[config.mk]
export PLATFORM = sky130hd
export DESIGN_NAME = scl_clock_gen
export DESIGN_NICKNAME = d
export VERILOG_FILES = /design/src/rtl/scl_gen_pkg.sv /design/src/rtl/scl_tick_div.sv /design/src/rtl/scl_ovh_sel.sv /design/src/rtl/scl_phase_fsm.sv /design/src/rtl/scl_clock_gen.sv
export SDC_FILE = /design/constraint.sdc
export NUM_CORES = 1
export LEC_CHECK = 0
export BUFFER_PORTS_ARGS = -buffer_cell sky130_fd_sc_hd__buf_2
export CAP_MARGIN = 20
export CORE_ASPECT_RATIO = 0.6
export CORE_UTILIZATION = 45
export DETAILED_ROUTE_END_ITERATION = 10
export SLEW_MARGIN = 10
export SYNTH_ARGS = -nofsm -noshare
export SYNTH_HDL_FRONTEND = slang
export SYNTH_SLANG_ARGS = --single-unit
[constraint.sdc]
create_clock -name clk -period 6.3 [get_ports clk]
set_clock_uncertainty 0.2 [all_clocks]
set_input_delay 0.315 -clock clk [delete_from_list [all_inputs] [get_ports clk]]
set_output_delay 0.315 -clock clk [all_outputs]
set_load 0.02 [all_outputs]
[src/rtl/scl_gen_pkg.sv]
package scl_gen_pkg;
    typedef enum logic [1:0] {
        PH_IDLE = 2'd0,
        PH_LOW  = 2'd1,
        PH_HIGH = 2'd2,
        PH_HALT = 2'd3
    } phase_e;
endpackage

[src/rtl/scl_tick_div.sv]
module scl_tick_div #(
    parameter int DIV_W = 16
) (
    input  logic             clk,
    input  logic             rst_n,
    input  logic             hold,
    input  logic [DIV_W-1:0] psc,
    output logic             tick
);
    logic [DIV_W-1:0] pcnt;

    assign tick = !hold && (pcnt == psc);

    always_ff @(posedge clk or negedge rst_n) begin
        if (!rst_n)          pcnt <= '0;
        else if (hold)       pcnt <= '0;
        else if (pcnt == psc) pcnt <= '0;
        else                 pcnt <= pcnt + 1'b1;
    end

    // a tick is never followed by another tick unless the divisor is 1
    p_tick_spacing_r2: assert property (@(posedge clk) disable iff (!rst_n)
        (tick && psc != '0 && !hold) |=> !tick);
endmodule

[src/rtl/scl_ovh_sel.sv]
module scl_ovh_sel #(
    parameter int DIV_W     = 16,
    parameter bit FIXED_OVH = 1'b0
) (
    input  logic [DIV_W-1:0] psc,
    output logic [3:0]       ovh
);
    logic [3:0] by_psc;

    always_comb begin
        if (psc == '0)                 by_psc = 4'd7;
        else if (psc == DIV_W'(1))     by_psc = 4'd6;
        else                           by_psc = 4'd5;
    end

    assign ovh = FIXED_OVH ? 4'd6 : by_psc;
endmodule

[src/rtl/scl_phase_fsm.sv]
module scl_phase_fsm
    import scl_gen_pkg::*;
#(
    parameter int DIV_W = 16
) (
    input  logic             clk,
    input  logic             rst_n,
    input  logic             hold,
    input  logic             tick,
    input  logic             scl_in,
    input  logic [DIV_W-1:0] low_sh,
    input  logic [DIV_W-1:0] high_sh,
    input  logic [3:0]       ovh,
    output logic             scl_pull_low,
    output logic             sda_sample_stb
);
    localparam int CW = DIV_W + 1;

    phase_e         st, st_nx;
    logic [CW-1:0]  cnt;
    logic [CW-1:0]  low_lim, high_lim, half;
    logic           adv;

    assign low_lim  = CW'(low_sh)  + CW'(ovh);
    assign high_lim = CW'(high_sh) + CW'(ovh);
    assign half     = high_lim >> 1;
    assign adv      = tick && ((st == PH_LOW) || (st == PH_HIGH && scl_in));

    always_comb begin
        st_nx = st;
        unique case (st)
            PH_IDLE: st_nx = (high_sh == '0) ? PH_HALT : PH_LOW;
            PH_LOW:  if (tick && cnt == low_lim - 1'b1) st_nx = PH_HIGH;
            PH_HIGH: if (tick && scl_in && cnt == high_lim - 1'b1) st_nx = PH_LOW;
            PH_HALT: st_nx = PH_HALT;
        endcase
        if (hold) st_nx = PH_IDLE;
    end

    always_ff @(posedge clk or negedge rst_n) begin
        if (!rst_n) begin
            st  <= PH_IDLE;
            cnt <= '0;
        end else begin
            st <= st_nx;
            if (hold || st_nx != st) cnt <= '0;
            else if (adv)            cnt <= cnt + 1'b1;
        end
    end

    always_comb begin
        scl_pull_low   = (st == PH_LOW);
        sda_sample_stb = (st == PH_HIGH) && tick && scl_in && (cnt == half);
    end

    // held generator releases the line and stays silent
    p_hold_quiet_r1: assert property (@(posedge clk) disable iff (!rst_n)
        hold |=> (!scl_pull_low && !sda_sample_stb));
    // low counter stays inside the low window
    p_low_bound_r3: assert property (@(posedge clk) disable iff (!rst_n)
        (st == PH_LOW) |-> (cnt < low_lim));
    // zero high count never pulls the line
    p_zero_high_quiet_r7: assert property (@(posedge clk) disable iff (!rst_n)
        (high_sh == '0 && !hold && st != PH_IDLE) |-> !scl_pull_low);
    // counter frozen while the line is held low in the high phase
    p_stretch_freeze_r8: assert property (@(posedge clk) disable iff (!rst_n)
        (st == PH_HIGH && !scl_in && !hold) |=> (cnt == $past(cnt)));
    // strobe lasts a single cycle
    p_strobe_single_r9: assert property (@(posedge clk) disable iff (!rst_n)
        sda_sample_stb |=> !sda_sample_stb);
endmodule

[src/rtl/scl_clock_gen.sv]
module scl_clock_gen #(
    parameter int DIV_W     = 16,
    parameter bit FIXED_OVH = 1'b0
) (
    input  logic             clk,
    input  logic             rst_n,
    input  logic             run_en,
    input  logic             core_hold,
    input  logic [DIV_W-1:0] presc_val,
    input  logic [DIV_W-1:0] low_val,
    input  logic [DIV_W-1:0] high_val,
    input  logic             scl_in,
    output logic             scl_pull_low,
    output logic             sda_sample_stb
);
    logic             hold;
    logic             tick;
    logic [DIV_W-1:0] psc_sh, low_sh, high_sh;
    logic [3:0]       ovh;

    assign hold = core_hold || !run_en;

    always_ff @(posedge clk or negedge rst_n) begin
        if (!rst_n) begin
            psc_sh  <= '0;
            low_sh  <= '0;
            high_sh <= '0;
        end else if (hold) begin
            psc_sh  <= presc_val;
            low_sh  <= low_val;
            high_sh <= high_val;
        end
    end

    scl_tick_div #(.DIV_W(DIV_W)) u_div (
        .clk(clk), .rst_n(rst_n), .hold(hold), .psc(psc_sh), .tick(tick)
    );

    scl_ovh_sel #(.DIV_W(DIV_W), .FIXED_OVH(FIXED_OVH)) u_ovh (
        .psc(psc_sh), .ovh(ovh)
    );

    scl_phase_fsm #(.DIV_W(DIV_W)) u_fsm (
        .clk(clk), .rst_n(rst_n), .hold(hold), .tick(tick), .scl_in(scl_in),
        .low_sh(low_sh), .high_sh(high_sh), .ovh(ovh),
        .scl_pull_low(scl_pull_low), .sda_sample_stb(sda_sample_stb)
    );

    // captured values stay put while running
    p_frozen_cfg_r10: assert property (@(posedge clk) disable iff (!rst_n)
        (!hold && !$past(hold)) |-> $stable(low_sh) && $stable(high_sh) && $stable(psc_sh));
endmodule

==> results of run 1 <==
cells by family (layout without fill, tap and decap cells):
kind of cell             after synthesis  count (layout)
AO/OA/AOI/OAI                         73              73
XOR/XNOR                             119             119
adder cells (fa/ha/maj)               11              11
buffers and inverters                 65             142
flip-flops                            83              83
multiplexers                           7               7
AND/OR/NAND/NOR                      340             340
placed cells by master (no fill, tap or decap), types with 6 or more instances in the layout:
| cell type | netlist | layout |
|---|---|---|
| nand4_1 | 18 | 18 |
| ha_1 | 9 | 9 |
| nor4_1 | 18 | 18 |
| buf_2 | 7 | 53 |
| a21oi_1 | 14 | 14 |
| nand2_1 | 155 | 155 |
| dlygate4sd3_1 | 0 | 46 |
| nor2_1 | 36 | 36 |
| xnor2_1 | 66 | 66 |
| and3_1 | 15 | 15 |
| xor2_1 | 52 | 52 |
| clkbuf_16 | 0 | 9 |
| o21ai_0 | 23 | 23 |
| and4_1 | 7 | 7 |
| a31oi_1 | 7 | 7 |
| inv_1 | 23 | 23 |
| nor3_1 | 15 | 15 |
| or3_1 | 11 | 11 |
| nand3_1 | 22 | 22 |
| mux2i_1 | 6 | 6 |
| nor2_2 | 10 | 10 |
| dfrtp_1 | 83 | 83 |
timing repair:
item,in CTS,in global routing
gates resized for setup,0,0
buffers inserted,0,0
hold buffers,45,1
endpoints found under the hold margin,45,29
synthesized netlist by cell type, drive strengths merged, types with 9 or more instances:
master	number	area (sq um)
nor2	46	198
a21oi	14	70.1
or3	11	68.8
nor3	16	85.1
nand2	156	588
o21ai	26	141
nand3	24	138
buf	15	95.1
clkbuf	27	103
dfrtp	83	2080
inv	23	86.3
nor4	21	150
ha	9	113
xor2	52	455
xnor2	66	578
nand4	18	113
and3	15	93.8
metal layers:
layer | vias to the layer above | share of wire, % | global-route usage [%]
met4 | 0 | 0.70 | 4.42
li1 | 2508 | - | -
met3 | 10 | 9.7 | 8.17
met5 | - | 0 | 0
met1 | 2487 | 52 | 41.8
met2 | 219 | 37 | 31.4
cell type report:
cell class                 count  area [sq um]  area share, %
multi-input combinational    550          3460           49.8
sequential                    83          2080           29.9
timing repair buffer         103           788           11.3
clock buffer                  11           243           3.49
tap                          165           206           2.97
inverter                      23          86.3           1.24
clock inverter                 5          83.8           1.21
state kept, by name, summed over array words and instances (netlist names):
name / flops
high_sh: 16
u_div.pcnt: 16
psc_sh: 16
low_sh: 16
u_fsm.st: 2
u_fsm.cnt: 17
through the flow:
stage                     setup slack, ns  utilization, %  total power (uW)  std cells  hold slack (ns)
after floorplan                      2.25               -               766        698           -0.181
after global placement               1.54            49.6               830        876            0.295
after detailed placement             1.49            49.6               837        876            0.314
after CTS                            1.44            55.9              1440        937         0.000933
after global routing                 1.04            56.3              1510        940           0.0170
final                                1.30            56.3              1440        940          0.00364
worst max-delay path, cell delays in order, from the launching register on:
cell and delay (ns):
dfrtp_1 0.41, nor4_1 0.36, and4_1 0.29, nand2_1 0.09, ha_1 0.25, inv_1 0.09, fa_1 0.37, nor2b_1 0.49
nor4_2 0.15, xnor2_1 0.35, nand3_1 0.18, or3_1 0.35, a211oi_1 0.46, o41ai_2 0.16, o21ai_4 0.54, nor2_1 0.12
power breakdown:
| group | internal (uW) | switching [uW] | total (uW) |
|---|---|---|---|
| clock | 360 | 224 | 584 |
| combinational | 115 | 131 | 246 |
| sequential | 559 | 52.2 | 612 |
| total | 1030 | 407 | 1440 |
worst max-delay path by stage:
stage	start	endpoint	cells past startpoint
after floorplan	psc_sh[13]	u_fsm.cnt[3]	17
after global placement	psc_sh[6]	u_fsm.cnt[1]	13
after detailed placement	psc_sh[13]	u_fsm.cnt[12]	13
after CTS	psc_sh[6]	u_fsm.cnt[15]	13
after global routing	psc_sh[14]	sda_sample_stb	14
final	psc_sh[6]	u_fsm.cnt[1]	15
==> summary.md, run 1 <==
| Metric | Value |
|---|---|
| Starting DRC count in detailed routing | `631` |
| Setup total negative slack | `0 ns` |
| CTS tree | `done` |
| Worst setup SP type | `flop` |
| DRT Wirelength | `16.2 mm` |
| Number of global-route vias before repair | `4770` |
| CP Data Arrival Time | `about 5.0 ns` |
| Syn_nets | `762` |
| FFs w/ async S/R, synth | `between 90% and 100%` |
| Cell area after layout | `0.00695 sq mm` |
| Least-Margin Pin Slew | `about 0.65 ns` |
| HPWL Detailed | `roughly 12 mm` |
| Worst Min Path Start | `high_val[6]` |
| RSZ-0062 raised after global routing | `no` |
| I/O pin count | `55` |
| Worst R2R End | `u_fsm.cnt[1]` |
| ANT nets after route | `0` |
| Synth Area in Compound Gates | `between 8 and 9%` |
| Period utilization | `79.3%` |
| Reg2reg start | `psc_sh[6]` |
| PD cells | `207 mW/mm^2` |
| Setup violations, final | `0` |
| Post-Synthesis Cells | `698` |
| Number of library cell types mapped by synthesis | `62` |
| Vias/cell | `approximately 5.6` |
| Remaining DRCs | `0` |
| XOR/XNOR Fraction of Synth Area | `18.2%` |
| Clock sink count | `83` |
| Outcome | `completed` |
| Die area | `0.0134 sq mm` |
| Clk_lat worst skew | `0.35 ns` |
| Largest family of logic cells by synthesized area | `simple AND/OR/NAND/NOR gates` |
| Hold Path Class | `in -> reg` |
| Number of synthesized flops with an enable pin | `0` |
| Reg clk slew, reported paths | `0.06 ns` |
| NumNets Final | `834` |
| Drt pass-1 iters | `5` |
| Die outline width | `149 um` |
| Peak VDD IR | `0.173 mV` |
| DR vias | `about 5200` |
| CP required | `6.30 ns` |
| Global-route wire length before repair | `26.1 mm` |
| Die Height | `approximately 90 um` |
| #FFs+latches synth | `83` |
| Total GRT Usage | `25.5%` |
| Reg2Reg Depth | `15` |
| Antenna Cells | `0` |
| Mux share of post-synthesis cell area | `1.23%` |
| Mapped Avg Cell Area | `8.33 sq um` |
| Seq/Total Area, Yosys | `between 30% and 40%` |
| Crit Path Category | `reg -> reg` |
| Dpl cell area | `a little over 0.006 sq mm` |
| Hold path endpoint | `high_sh[6]` |
| Max Freq | `~0.2 GHz` |
| Clock root cell | `clkbuf_16` |
| CTS Buf Count | `9` |
| RD Place Congestion | `0.940` |
| Initial antenna violation count | `0` |
| Drt wl/cell | `17.3 um` |
| Reg2Reg Setup Slack | `1.30 ns` |
| Worst hold path cell count | `3` |
| Slew headroom | `56.6%` |
| Count of final max-slew check failures | `0` |
| Layout cell share with drive strength beyond 1 | `12.6%` |
| Filler instances | `1146` |
| Final Critical Period | `5.00 ns` |
| H-tree depth | `3` |
| Synth Flop Type | `dfrtp_1` |
| Syn. warnings | `0` |
| Maximum clock insertion buffer count | `2` |
| Post-Syn Area | `about 0.0058 sq mm` |
| Max Cap Viol | `0` |
| Num rows | `31` |
| Area grow syn2layout | `19.5%` |
| Input/output buffers | `between 50 and 60` |
| Final Hold Viols | `0` |
| Leakage | `0.00302 uW` |
| Core Box Area | `0.0123 sq mm` |
| Initial Util | `between 40 and 50%` |
| Post-Synth Simple-Gate Area | `29.0%` |
| CP Capture Type | `flop` |
| Adder-Cell Fraction of Synth Area | `about 2.6%` |
| Worst-path fanout max | `17` |
| Grt ovf | `0` |
| Largest net degree at the start of global routing | `84` |
(Power assumes the default switching activity.)
==> run 2: changes to the inputs <==
--- a/config.mk
+++ b/config.mk
@@ -5,6 +5,7 @@
 export SDC_FILE = /design/constraint.sdc
 export NUM_CORES = 1
 export LEC_CHECK = 0
+export ABC_AREA = 1
 export BUFFER_PORTS_ARGS = -buffer_cell sky130_fd_sc_hd__buf_2
 export CAP_MARGIN = 20
 export CORE_ASPECT_RATIO = 0.6
==> constraint.sdc (replaced) <==
create_clock -name clk -period 4.8 [get_ports clk]
set_clock_uncertainty 0.2 [all_clocks]
set_input_delay 0.24 -clock clk [delete_from_list [all_inputs] [get_ports clk]]
set_output_delay 0.24 -clock clk [all_outputs]
set_load 0.02 [all_outputs]
==> run 2 against run 1 <==
  * Sequential power grew 27%
  * Critical path type is now reg -> out
  * Largest power group unchanged
  * Cell count grew 24%
  * Combinational power is 44% higher
  * Largest cell class unchanged
  * Global-route usage fell by 0.51 points
==> summary.md, run 2 <==
| Metric | Value |
|---|---|
| Die outline width | `151 um (+1.6%)` |
| Total GRT Usage | `25.0% (-0.51 points)` |
| CP required | `4.36 ns (-1.94 ns)` |
| Number of library cell types mapped by synthesis | `38 (-39%)` |
| Comb power frac | `19.3% (+2.2 points)` |
| Initial Util | `46.4% (-0.73 points)` |
| Commonest cells post-synth | `282 x nand2_1, 113 x inv_1, 88 x nor2_1` |
| CTS Buf Count | `9 (unchanged)` |
| Syn_nets | `955 (+25%)` |
| Placed cells | `1102 (+26%)` |
| Post-Synthesis Cells | `891 (+28%)` |
| Largest net degree at the start of global routing | `89 (+6.0%)` |
| DR vias | `5756 (+10%)` |
| Post-place setup slack | `0.184 ns (-1.30 ns)` |
| Reg clk slew, reported paths | `0.06 ns (about the same)` |
| Remaining DRCs | `0 (unchanged)` |
| Clock Power Share | `38.6% (-1.9 points)` |
| Outcome | `completed` |
| Max Freq | `0.226 GHz` |
| Syn. warnings | `0 (unchanged)` |
| Number of global-route vias before repair | `5260 (+10%)` |
| Starting DRC count in detailed routing | `375 (-41%)` |
| Die Height | `91.5 um (+1.6%)` |
| Finished Layout Cells | `1166 (+24%)` |
| Final Critical Period | `4.43 ns` |
| Commonest non-fill, non-tap cells in the layout | `282 x nand2_1, 113 x inv_1, 88 x nor2_1` |
| Clock root cell | `clkbuf_16` |
| Total power | `1840 uW (+28%)` |
| Worst setup SP type | `flop` |
| Hold Path Class | `in -> async` |
| Count leader, synth | `nand2_1` |
| Antenna Cells | `0 (unchanged)` |
| Switching Share | `30.1% (+1.8 points)` |
| Filler instances | `1270 (+11%)` |
| Reg power frac | `42.2% (-0.2 points)` |
| Maximum clock insertion buffer count | `2 (unchanged)` |
| Layout cell share with drive strength beyond 1 | `12.1% (-0.50 points)` |
| Setup violations, final | `0 (unchanged)` |
| Least-Margin Pin Slew | `0.777 ns (+0.129 ns)` |
| Num rows | `32 (+3.2%)` |
| CP Capture Type | `output port` |
| Period utilization | `92.2%` |
| Slew headroom | `48.2% (-8.4 points)` |
| Worst-path fanout max | `7 (-10)` |
| Count of final max-slew check failures | `0 (unchanged)` |
| H-tree depth | `3 (unchanged)` |
| PD cells | `253 mW/mm^2 (+22%)` |
| Yosys top cell area share | `34.6% (-1.1 points)` |
| Leakage | `0.00350 uW (+16%)` |
| Vias/cell | `4.94 (-11%)` |
| Area contributors post-synth | `dfrtp_1 35%, nand2_1 18%, inv_1 7.1%, xor2_1 6.9%, nor2_1 5.5%` |
| Cell accounting for the most synthesized area | `dfrtp_1` |
| Largest register FFs | `17 (unchanged)` |
| Seq/Total Area, Yosys | `34.6% (-1.1 points)` |
| Int Pwr | `1290 uW (+24%)` |
| DRT Wirelength | `16.1 mm (-0.87%)` |
| Final Hold Viols | `0 (unchanged)` |
| HPWL Detailed | `12.0 mm (+2.1%)` |
| Clock sink count | `83 (unchanged)` |
| Sw power | `553 uW (+36%)` |
| Commonest non-fill, non-tap cell in the layout | `nand2_1` |
| NumNets Final | `1057 (+27%)` |
| Number of synthesized flops with an enable pin | `0 (unchanged)` |
| CP Data Arrival Time | `3.99 ns (-1.01 ns)` |
| FFs w/ async S/R, synth | `100% (unchanged)` |
| Reg with most FFs | `u_fsm.cnt` |
| RD Place Congestion | `0.926 (-1.5%)` |
| I/O pin count | `55 (unchanged)` |
| ANT nets after route | `0 (unchanged)` |
| Grt ovf | `0 (unchanged)` |
| Setup total negative slack | `0 ns (unchanged)` |
| Drt wl/cell | `13.8 um (-20%)` |
| Input/output buffers | `54 (unchanged)` |
| Max Cap Viol | `0 (unchanged)` |
| Die area | `0.0138 sq mm (+3.2%)` |
| RSZ-0062 raised after global routing | `no` |
| CTS tree | `done` |
| Global-route wire length before repair | `26.7 mm (+2.5%)` |
| Core Box Area | `0.0129 sq mm (+4.8%)` |
| Reg2Reg Setup Slack | `0.46 ns (-0.84 ns)` |
| Area grow syn2layout | `21.1%` |
| Crit Path Category | `reg -> out` |
| Post-Syn Area | `0.00600 sq mm (+3.2%)` |
| Clk_lat worst skew | `0.35 ns (about the same)` |
| Initial antenna violation count | `0 (unchanged)` |
| Worst hold slack | `0.130 ns (+0.126 ns)` |
| Peak VDD IR | `0.145 mV (-17%)` |
| #FFs+latches synth | `83 (unchanged)` |
| Worst setup margin | `0.373 ns (-0.930 ns)` |
| Synth Flop Type | `dfrtp_1` |
| Mapped Avg Cell Area | `6.73 sq um (-19%)` |
| Drt pass-1 iters | `5 (unchanged)` |
run 2: logic make-up after synthesis:
group / count (synthesis) / synth area share, %
AO/OA/AOI/OAI: 85 / 7.53
XOR/XNOR: 52 / 7.71
adder cells (fa/ha/maj): 11 / 2.54
buffers and inverters: 133 / 8.59
flip-flops: 83 / 34.6
AND/OR/NAND/NOR: 527 / 39.0
run 2: final timing paths:
kind	endpoint	start	depth (start not counted)
hold reg to reg	u_div.pcnt[0]	u_div.pcnt[0]	1
setup reg to reg	u_fsm.cnt[14]	psc_sh[12]	24
max in group asynchronous	u_fsm.cnt[9]	rst_n	3
setup / recovery	sda_sample_stb	psc_sh[12]	18
hold / removal	low_sh[10]	rst_n	2
min in group clk	high_sh[0]	core_hold	5
run 2: timing repair:
item,4_1_cts,5_1_grt
gates resized for setup,1,4
endpoints found under the hold margin,131,0
endpoints found under the setup margin,1,19
hold buffers,49,0
setup buffers,0,0
run 2: per-layer routing:
metal / GRT usage (%) / wire length [um] / vias up
met1: 40.7 / 9150 / 2548
met4: 5.42 / 156 / 0
met3: 4.27 / 811 / 16
met2: 33.2 / 5980 / 157
li1: - / - / 3035
met5: 0 / 0 / -
run 2: power by group through the flow:
| stage | logic (uW) | clock network [uW] | registers, uW |
|---|---|---|---|
| final | 354 | 709 | 776 |
| after global routing | 407 | 751 | 781 |
| after CTS | 348 | 723 | 774 |
| after detailed placement | 316 | 0 | 787 |
| after global placement | 318 | 0 | 788 |
| after floorplan | 227 | 0 | 775 |
run 2: cell type report:
cell class                      count  area [sq um]  share of cell area (%)
Tap cell                          170           213                    2.93
Clock inverter                      4          51.3                   0.706
Inverter                          118           443                    6.09
Timing Repair Buffer              106           806                    11.1
Sequential cell                    83          2080                    28.6
Multi-Input combinational cell    675          3440                    47.3
Clock buffer                       10           239                    3.29
run 2: critical path: stages (launching register included):
cell,delay (ns)
dfrtp_1,0.41
nor4_2,0.33
nand2_1,0.19
nor4_4,0.19
inv_1,0.13
nor2_1,0.16
inv_1,0.06
ha_1,0.20
inv_1,0.07
fa_1,0.24
inv_1,0.08
nor2_2,0.18
nand2_1,0.08
nand2_1,0.25
o2111ai_1,0.14
a2111oi_1,0.44
nand4_1,0.17
nor3_1,0.15
buf_2,0.18
run 2: per-stage QoR:
stage / utilization, % / area [sq um]
3_3_place_gp: 49.7 / 6430
6_report: 56.2 / 7270
4_1_cts: 55.8 / 7210
3_5_place_dp: 49.7 / 6430
5_1_grt: 56.2 / 7270
2_1_floorplan: - / 6000
==> run 3: changes to the inputs <==
--- a/config.mk
+++ b/config.mk
@@ -8,9 +8,14 @@
 export ABC_AREA = 1
 export BUFFER_PORTS_ARGS = -buffer_cell sky130_fd_sc_hd__buf_2
 export CAP_MARGIN = 20
+export CELL_PAD_IN_SITES_DETAIL_PLACEMENT = 0
+export CELL_PAD_IN_SITES_GLOBAL_PLACEMENT = 2
 export CORE_ASPECT_RATIO = 0.6
-export CORE_UTILIZATION = 45
+export CORE_UTILIZATION = 34
 export DETAILED_ROUTE_END_ITERATION = 10
+export GPL_TIMING_DRIVEN = 0
+export PLACE_DENSITY_LB_ADDON = 0.1
+export SKIP_CTS_REPAIR_TIMING = 1
 export SLEW_MARGIN = 10
 export SYNTH_ARGS = -nofsm -noshare
 export SYNTH_HDL_FRONTEND = slang
==> run 3 against run 2 <==
  * The run now ends with hold timing left
  * Non-clock buffer count rose by 22
  * Via count grew 5.0%
  * Sequential power about the same
  * Combinational power grew 10%
  * Setup slack worse by 0.24 ns
  * Sequential share of layout area decreased by 1.2 points
  * Flip-flop and latch count unchanged
  * Count of clock-buffer cells in the layout did not move
  * Register-to-register slack worse by 0.32 ns
  * Largest cell class unchanged
==> summary.md, run 3 (synthesis results as in run 2) <==
| Metric | Value |
|---|---|
| Outcome | `finished with violations` |
| Failing checks | `hold timing` |
| Remaining DRCs | `0 (unchanged)` |
| Worst hold slack | `-0.0177 ns (-0.148 ns)` |
| Core Box Area | `0.0172 sq mm (+33%)` |
| Max Freq | `0.214 GHz (-5.1%)` |
| Initial Util | `34.8% (-12 points)` |
| Reg with most FFs | `u_fsm.cnt` |
| Maximum clock insertion buffer count | `2 (unchanged)` |
| Final Hold Viols | `1 (+1)` |
| Leakage | `0.00358 uW (+2.2%)` |
| DRT Wirelength | `19.6 mm (+22%)` |
| Grt ovf | `0 (unchanged)` |
| Layout cell share with drive strength beyond 1 | `14.7% (+2.6 points)` |
| Crit path largest cell delay | `0.46 ns (+0.02 ns)` |
| Setup violations, final | `0 (unchanged)` |
| Largest register FFs | `17 (unchanged)` |
| Drt wl/cell | `15.6 um (+13%)` |
| Die outline width | `174 um (+15%)` |
| Max Cap Viol | `0 (unchanged)` |
| NumNets Final | `1079 (+2.1%)` |
| Clock root cell | `clkbuf_16` |
| Hold Path Class | `in -> reg` |
| Int Pwr | `1290 uW (+0.63%)` |
| Die Height | `105 um (+15%)` |
| CTS tree | `done` |
| Clock sink count | `83 (unchanged)` |
| Least-Margin Pin Slew | `0.686 ns (-0.0902 ns)` |
| Multi-input gate area | `0.00353 sq mm (+2.7%)` |
| PD cells | `250 mW/mm^2 (-1.3%)` |
| Period utilization | `97.2% (+5.0 points)` |
| ANT nets after route | `0 (unchanged)` |
| Num rows | `37 (+16%)` |
| Most used cell, CP | `nand2_2` |
| Commonest non-fill, non-tap cells in the layout | `280 x nand2_1, 109 x inv_1, 85 x nor2_1` |
| Filler instances | `1829 (+44%)` |
| CP Capture Type | `flop` |
| Input/output buffers | `54 (unchanged)` |
| Register Area | `0.00208 sq mm (about the same)` |
| HPWL Detailed | `15.4 mm (+28%)` |
| Commonest non-fill, non-tap cell in the layout | `nand2_1` |
| Area grow syn2layout | `26.6%` |
| Starting DRC count in detailed routing | `554 (+48%)` |
| Vias/cell | `4.82 (-2.3%)` |
| Sw power | `603 uW (+9.1%)` |
| Number of global-route vias before repair | `5606 (+6.6%)` |
| Worst setup SP type | `flop` |
| Reg clk slew, reported paths | `0.07 ns (about the same)` |
| Largest net degree at the start of global routing | `56 (-37%)` |
| Count of final max-slew check failures | `0 (unchanged)` |
| Clk_lat worst skew | `0.35 ns (about the same)` |
| Comb power frac | `20.6% (+1.3 points)` |
| Crit Path Category | `reg -> reg` |
| Switching Share | `31.8% (+1.7 points)` |
| Peak VDD IR | `0.137 mV (-5.1%)` |
| Worst-path fanout max | `8 (+1)` |
| Reg power frac | `41.0% (-1.2 points)` |
| DR vias | `6046 (+5.0%)` |
| Worst path cell trace | `nor4_4, nand2_2, nor4_4, inv_2, buf_4, fa_2, inv_1, nor2_2, nor2_4, nand2_2, o21ai_0, nand2_1, nand2_2, nor2_2, nand4_1, nand2_1, nor2_1, nand3_2, nand2_2, nand3_2, nand2_4, clkbuf_16, nor2_2` |
| CTS Buf Count | `9 (unchanged)` |
| Antenna Cells | `0 (unchanged)` |
| Drt pass-1 iters | `5 (unchanged)` |
| RSZ-0062 raised after global routing | `yes` |
| RD Place Congestion | `0.838 (-9.5%)` |
| I/O pin count | `55 (unchanged)` |
| CP required | `4.84 ns (+0.48 ns)` |
| Post-place setup slack | `-0.477 ns (-0.661 ns)` |
| Total GRT Usage | `22.3% (-2.7 points)` |
| Clock Power Share | `38.4% (-0.2 points)` |
| Global-route wire length before repair | `30.9 mm (+16%)` |
| Slew headroom | `54.2% (+6.0 points)` |
| Slowest cell on the critical path | `o21ai_0` |
| Initial antenna violation count | `0 (unchanged)` |
| Die area | `0.0182 sq mm (+32%)` |
| Worst setup margin | `0.135 ns (-0.238 ns)` |
| Final Critical Period | `4.66 ns (+0.238 ns)` |
| H-tree depth | `3 (unchanged)` |
| Dpl cell area | `0.00659 sq mm (+2.6%)` |
| Cell area after layout | `0.00760 sq mm (+4.5%)` |
| CP Data Arrival Time | `4.71 ns (+0.72 ns)` |
-- run 3: layout make-up --
class                           instances  share of cell area, %
Buffer                                 15                  0.955
Clock buffer                           10                   3.01
Tap cell                              234                   3.85
Clock inverter                          6                  0.972
Multi-Input combinational cell        675                   46.5
Timing Repair Buffer                  113                   11.5
Inverter                              118                   5.86
Sequential cell                        83                   27.4
-- run 3: routing by layer --
layer,global-route usage [%],part of all wire [%],routed length (um),vias to the layer above
met4,4.74,0.75,146,0
met5,0,0,0,-
li1,-,-,-,3084
met1,36.8,57,11200,2815
met3,4.33,5.8,1150,11
met2,28.4,36,7120,136
-- run 3: power by group through the flow --
stage	registers, uW	clock network (uW)	logic (uW)
detailed placement	788	0	340
CTS	774	753	343
floorplan	775	0	227
global placement	787	0	334
finish	777	729	391
global route	784	779	446
-- run 3: per-stage QoR --
| stage | util, % | power (uW) | setup TNS, ns | cells | hold slack [ns] |
|---|---|---|---|---|---|
| after floorplan | - | 1000 | 0 | 891 | -0.256 |
| after CTS | 40.0 | 1870 | -8.37 | 1196 | -0.375 |
| after detailed placement | 38.3 | 1130 | -7.56 | 1180 | 0.0112 |
| after global routing | 44.1 | 2010 | -0.857 | 1254 | 0.0112 |
| after global placement | 38.1 | 1120 | -8.09 | 1179 | 0.234 |
| final | 44.1 | 1900 | 0 | 1254 | -0.0177 |
-- run 3: path summary, 6_finish.rpt --
check | start | to | slack, ns | cells past startpoint
worst min register to register | u_div.pcnt[0] | u_div.pcnt[0] | 0.33 | 1
worst max-delay path | psc_sh[15] | u_fsm.cnt[8] | 0.14 | 23
min in group asynchronous | rst_n | u_div.pcnt[3] | 0.17 | 2
worst min-delay path | high_val[15] | high_sh[15] | -0.02 | 3
worst max register to register | psc_sh[15] | u_fsm.cnt[8] | 0.14 | 23
max in group asynchronous | rst_n | psc_sh[15] | 3.58 | 3
-- run 3: critical path, delay by kind of cell, from the launching register on --
kind,cells,cell delay (ns)
compound gates,1,0.46
fa+ha+maj,1,0.36
buf+inv,4,0.54
flops,1,0.43
simple gates,17,2.55
